$ cat src/rtl/strap_gpio_pkg.sv
package strap_gpio_pkg;
  localparam int PORT_W = 8;
  localparam int WORD_W = 16;

  typedef struct packed {
    logic wrDir;
    logic wrVal;
    logic rdDir;
    logic rdVal;
  } regStrobe_t;
endpackage

$ cat src/rtl/strap_gpio_ctrl.sv
module strap_gpio_ctrl
  import strap_gpio_pkg::*;
#(
  parameter int ADDR_W = 16,
  parameter logic [ADDR_W-1:0] DIR_ADDR = 16'h003C,
  parameter logic [ADDR_W-1:0] VAL_ADDR = 16'h003D
) (
  input  logic              clk,
  input  logic              rstN,
  input  logic              hostEnStrap,
  input  logic [ADDR_W-1:0] regAddr,
  input  logic              regWrEn,
  input  logic              regRdEn,
  output logic              gpioMode,
  output regStrobe_t        strobe
);
  logic modeQ;
  logic hitDir;
  logic hitVal;

  // Strap is sampled every cycle during reset; value at release is kept
  always_ff @(posedge clk) begin
    if (!rstN) modeQ <= ~hostEnStrap;
  end

  assign gpioMode = modeQ;
  assign hitDir   = (regAddr == DIR_ADDR);
  assign hitVal   = (regAddr == VAL_ADDR);

  always_comb begin
    strobe.wrDir = regWrEn && hitDir && modeQ;
    strobe.wrVal = regWrEn && hitVal && modeQ;
    strobe.rdDir = regRdEn && hitDir;
    strobe.rdVal = regRdEn && hitVal;
  end

  AST_MODE_HELD: assert property (@(posedge clk) disable iff (!rstN)
    $past(rstN) |-> $stable(modeQ)) else $error("mode changed after reset");
endmodule

$ cat src/rtl/strap_gpio_datapath.sv
module strap_gpio_datapath
  import strap_gpio_pkg::*;
#(
  parameter int PW = PORT_W,
  parameter int DW = WORD_W,
  parameter int SYNC_STAGES = 2
) (
  input  logic          clk,
  input  logic          rstN,
  input  logic          gpioMode,
  input  regStrobe_t    strobe,
  input  logic [PW-1:0] wrByte,
  input  logic [PW-1:0] padIn,
  output logic [DW-1:0] rdData,
  output logic [PW-1:0] padOut,
  output logic [PW-1:0] padOe
);
  localparam int PAD_W = DW - PW;

  logic [PW-1:0] dirQ;
  logic [PW-1:0] valQ;
  logic [PW-1:0] syncQ [SYNC_STAGES];
  logic [PW-1:0] statusByte;

  always_ff @(posedge clk) begin
    if (!rstN) begin
      dirQ <= '0;
      valQ <= '0;
    end else begin
      if (strobe.wrDir) dirQ <= wrByte;
      if (strobe.wrVal) valQ <= wrByte;
    end
  end

  always_ff @(posedge clk) begin
    if (!rstN) syncQ[0] <= '0;
    else       syncQ[0] <= padIn;
  end

  for (genvar s = 1; s < SYNC_STAGES; s++) begin : gSync
    always_ff @(posedge clk) begin
      if (!rstN) syncQ[s] <= '0;
      else       syncQ[s] <= syncQ[s-1];
    end
  end

  for (genvar b = 0; b < PW; b++) begin : gBit
    assign statusByte[b] = dirQ[b] ? valQ[b] : syncQ[SYNC_STAGES-1][b];
  end

  always_comb begin
    rdData = '0;
    if (strobe.rdDir)      rdData = {{PAD_W{1'b0}}, dirQ};
    else if (strobe.rdVal) rdData = {{PAD_W{1'b0}}, statusByte};
  end

  assign padOe  = gpioMode ? dirQ : '0;
  assign padOut = gpioMode ? valQ : '0;

  AST_HOST_DIR_ZERO: assert property (@(posedge clk) disable iff (!rstN)
    !gpioMode |-> dirQ == '0) else $error("direction set in host mode");
  AST_DIR_LOAD: assert property (@(posedge clk) disable iff (!rstN)
    strobe.wrDir |=> dirQ == $past(wrByte)) else $error("dir write lost");
  AST_VAL_LOAD: assert property (@(posedge clk) disable iff (!rstN)
    strobe.wrVal |=> valQ == $past(wrByte)) else $error("value write lost");
  AST_DIR_HOLD: assert property (@(posedge clk) disable iff (!rstN)
    !strobe.wrDir |=> $stable(dirQ)) else $error("dir changed unwritten");
  AST_VAL_HOLD: assert property (@(posedge clk) disable iff (!rstN)
    !strobe.wrVal |=> $stable(valQ)) else $error("value changed unwritten");
endmodule

$ cat src/rtl/strap_gpio_port.sv
module strap_gpio_port
  import strap_gpio_pkg::*;
(
  input  logic              clk,
  input  logic              rstN,
  input  logic              hostEnStrap,
  input  logic [WORD_W-1:0] regAddr,
  input  logic [WORD_W-1:0] regWrData,
  input  logic              regWrEn,
  input  logic              regRdEn,
  output logic [WORD_W-1:0] regRdData,
  input  logic [PORT_W-1:0] padIn,
  output logic [PORT_W-1:0] padOut,
  output logic [PORT_W-1:0] padOe
);
  logic       gpioMode;
  regStrobe_t strobe;

  strap_gpio_ctrl #(.ADDR_W(WORD_W)) uCtrl (
    .clk(clk), .rstN(rstN), .hostEnStrap(hostEnStrap), .regAddr(regAddr),
    .regWrEn(regWrEn), .regRdEn(regRdEn), .gpioMode(gpioMode), .strobe(strobe)
  );

  strap_gpio_datapath #(.PW(PORT_W), .DW(WORD_W)) uData (
    .clk(clk), .rstN(rstN), .gpioMode(gpioMode), .strobe(strobe),
    .wrByte(regWrData[PORT_W-1:0]), .padIn(padIn), .rdData(regRdData),
    .padOut(padOut), .padOe(padOe)
  );
endmodule

$ cat config.mk
export PLATFORM = sky130hd
export DESIGN_NAME = strap_gpio_port
export DESIGN_NICKNAME = d
export VERILOG_FILES = /design/src/rtl/strap_gpio_pkg.sv /design/src/rtl/strap_gpio_ctrl.sv /design/src/rtl/strap_gpio_datapath.sv /design/src/rtl/strap_gpio_port.sv
export SDC_FILE = /design/constraint.sdc
export NUM_CORES = 1
export LEC_CHECK = 0
export CORE_MARGIN = 1.5
export CORE_UTILIZATION = 38
export DETAILED_ROUTE_END_ITERATION = 16
export GPL_TIMING_DRIVEN = 0
export PLACE_DENSITY_LB_ADDON = 0.3
export SLEW_MARGIN = 20
export SYNTH_ARGS = -nofsm -noshare
export SYNTH_HDL_FRONTEND = slang
export SYNTH_SLANG_ARGS = --single-unit
$ cat constraint.sdc
create_clock -name clk -period 2.92 [get_ports clk]
set_input_delay 0.73 -clock clk [delete_from_list [all_inputs] [get_ports clk]]
set_output_delay 0.73 -clock clk [all_outputs]
set_load 0.03 [all_outputs]
==> results.txt <==
- STA classifies the critical path startpoint as a primary input.
- Critical Path RT: 2.19 ns
- Die Span Y: 66.2 um
* Internal power component: 0.000685 W
- By area, the combinational part of the netlist is dominated by simple AND/OR/NAND/NOR gates.
- In the routed design, unresolved DRC markers number 0.
- 0 antenna diodes ended up in the layout.
* Final instance area: 2240 um2
* Switching fraction of total power: 22.7%
- Layout area overhead: 47.9%
- Post-placement cell area: 2190 um2
* Simple-gate share of the synthesized area: 25.2%
- Final TNS setup: 0 ns
- Dividing the detail-routed wire length by the instance count gives 12.4 um.
- Worst vdd ir: 0.359 mV
* Logic gate share of total power: 11.4%
- Cell-by-cell listing of the critical path: dlygate4sd2_1 > and4bb_2 > nand4_2 > or2_1 > buf_6 > a311oi_2 > buf_4
- Worst Setup Path Type: in -> out
- The first routing iteration left 43 violations.
- Measured against its own limit, the worst slew margin works out to 59.6%.
- Arrival time at the worst endpoint: 2.11 ns
- GR Util met1: 20.4%
- Die extent in x: 66.2 um
- Number of instances in the synthesized netlist: 159
- Overall die area: 4380 um2
- Aggregate routed wire length: 3520 um
- Count of nets left with antenna violations after detail routing: 0
- Vias in the first global route: 1271
* Max-cap violation count: 0
- Power spread over the standard cell area amounts to 395 nW/um2.
- Router iterations before antenna repair: 4
- Per-cell via count in the routed design: 4.57
- Detailed-placement wirelength estimate: 2650 um
* Clk Latency, worst-skew pair: 0.28 ns
* CTS max path bufs: 2
* Parity-gate share of the synthesized area counting xor and xnor cells: 0%
- The net count of the finished layout is 279.
* Switching power total: 0.000201 W
- Sequential elements use 44.2% of the synthesized area.
* Outcome: finished, final reports clean
- Count of final max-slew check failures: 0
* Per-instance average area after synthesis: 9.54 um2
- During synthesis, Yosys emitted a total of 0 warnings.
- # H-tree levels: 2
- Static timing analysis puts the maximum clock frequency at 352 MHz.
- Hold is met by 0.428 ns.
- Root Buffer Master: clkbuf_8
- Setup violations remaining at the end of the flow were counted as 0.
- Number of antenna violations at the first check in global routing: 0
* Number of buffers added on ports: 59
* Fraction of final layout cells with drive strength greater than 1: 21.3%
- Routability-driven placement finished with a final weighted congestion of 0.745.
- TritonCTS clock tree: built
- The floorplan has 22 rows.
- Hold violation count in the final report: 0
- First-pass GRT wire length: 5800 um
- Counting every sink on the clock net gives 33.
- Worst-path cell with the longest stage delay: a311oi_2
- Met2 track demand over resource in global routing: 29.6%
* Placeable core region: 3740 um2
- Of all nets on the critical path, the largest fanout is 8.
- Leak pwr: 0.863 nW
* Number of top-level pins: 77
- Maximum number of pins on one net before global-route repair: 11
* Adder-cell area share of the yosys netlist: 0%
* Worst clock skew on the final layout: 0.00477 ns
- Synthesized-area fraction occupied by ao, oa, aoi and oai cells: 10.6%
- After clock tree synthesis, the clock-pin slew on the worst setup and hold paths is 0.06 ns.
- Flip-flop and latch count after synthesis: 33
* Total gr overflow: 0
- The worst setup path is captured at a primary output.
- The smallest clock period supported by the final layout is computed as 2.84 ns.
- Flop pwr share: 52.9%
* Number of buffers added by the clock tree synthesis step: 5
- GRT Resource Usage Total: 17.9%
* Pin slew with the least headroom to its limit: 0.605 ns
- Once the floorplan was initialized, standard cells occupied 40.5% of the core.
* Overall power consumption: 0.000886 W
* Netlist area before placement: 1520 um2
* Met3 track utilization from global routing: 7.33%
- Yosys mapped the design onto 20 distinct sky130hd cell types.
- The worst hold path belongs to the class reg -> reg.
* Via count of the routed design: 1293
- The clock network burns 35.7% of the power.
- The largest single stage delay on the critical path is 0.26 ns.
* Share of the clock period used by the worst path after layout: 97.2%
- Mux contribution to synthesized area: 10.6%
- The layer flagged by global routing as most heavily used is met2.
## logic make-up (layout without fill, tap and decap cells)
| group | Yosys count | count (layout) |
|---|---|---|
| and+or+nand+nor | 66 | 66 |
| buffers and inverters | 27 | 96 |
| muxes | 16 | 16 |
| other | 1 | 8 |
| AOI/OAI and AO/OA | 16 | 16 |
| DFF | 33 | 33 |
## critical path, delay by kind of cell
family	cells	cell delay, ns
and+or+nand+nor	3	0.57
buffers and inverters	3	0.56
AOI/OAI and AO/OA	1	0.26
## area by class of cell
| cell class | count | area, um2 |
|---|---|---|
| plain buffers | 16 | 100 |
| flip-flops and latches | 33 | 671 |
| well taps | 48 | 60.1 |
| fillers | 355 | 1500 |
| repair buffers | 61 | 543 |
| multi-input cells | 106 | 747 |
| inverters | 11 | 41.3 |
| clock buffers | 8 | 80.1 |
## worst paths after layout
check | slack (ns) | cells past startpoint | start | end
setup / recovery | 0.08 | 7 | regAddr[3] | regRdData[6]
hold / removal | 0.43 | 1 | uData.syncQ[0][4] | uData.syncQ[1][4]
setup reg to reg | 1.48 | 3 | uCtrl.gpioMode | uData.valQ[5]
hold reg to reg | 0.43 | 1 | uData.syncQ[0][4] | uData.syncQ[1][4]
## cell usage in the layout, fill, tap and decap left out, types with 2 or more instances in the layout
cell	Yosys	routed
clkbuf_1	7	8
and4bb_2	2	2
and2_1	32	32
mux2i_1	16	16
dfxtp_1	32	32
a21oi_1	8	8
clkbuf_2	0	10
a311oi_2	8	8
clkdlybuf4s15_1	0	3
nand2_1	25	25
dlygate4sd2_1	0	3
buf_4	8	18
clkbuf_8	0	5
clkdlybuf4s50_1	0	36
inv_1	11	11
conb_1	1	8
## state kept, by name (all words and copies together), names as in the netlist
| signal | cells |
|---|---|
| uData.syncQ | 16 |
| uData.dirQ | 8 |
| uData.valQ | 8 |
| uCtrl.gpioMode | 1 |
## stage by stage
| step | instances | setup slack, ns | util [%] |
|---|---|---|---|
| after CTS | 283 | 0.000774 | 60.4 |
| after global routing | 283 | -0.00367 | 59.9 |
| after floorplan | 166 | 0.0716 | - |
| final | 283 | 0.0807 | 59.9 |
| after detailed placement | 273 | -0.877 | 58.6 |
| after global placement | 273 | -0.877 | 58.6 |
## routing by layer
metal | routed length (um) | up-vias
met5 | 0 | -
met4 | 53 | 0
met3 | 392 | 6
met2 | 1640 | 56
met1 | 1430 | 578
li1 | - | 653
## cell usage after synthesis
master    count  area (um2)
nor4_2        1        12.5
buf_4         8        60.1
buf_6         1        11.3
inv_1        11        41.3
conb_1        1        3.75
and4bb_2      2        25.0
dfxtp_1      32         641
nand4_2       1        12.5
clkbuf_1      7        26.3
nor3_4        1        16.3
and2_1       32         200
edfxtp_1      1        30.0
a21oi_1       8        40.0
nor3_1        1        5.00
a311oi_2      8         120
nor2_2        1        6.26
mux2i_1      16         160
nand2_1      25        93.8
or2_1         1        6.26
nand3_1       1        5.00
## power by group through the flow
stage          Combinational [W]  Clock [W]  Sequential (W)
3_5_place_dp            0.000107          0        0.000479
4_1_cts                 0.000101   0.000325        0.000470
6_report                0.000101   0.000316        0.000469
3_3_place_gp            0.000106          0        0.000479
2_1_floorplan          0.0000499          0        0.000477
5_1_grt                 0.000109   0.000349        0.000471
## timing repair
| item | in CTS | in global routing |
|---|---|---|
| setup endpoints to repair | 8 | 6 |
| gates cloned | 0 | 0 |
| endpoints found under the hold margin | 0 | 0 |
| gates resized for setup | 69 | 20 |
| buffers inserted | 2 | 0 |
| hold buffers | 0 | 0 |
| pin swaps | 14 | 7 |
(Power assumes the default switching activity.)
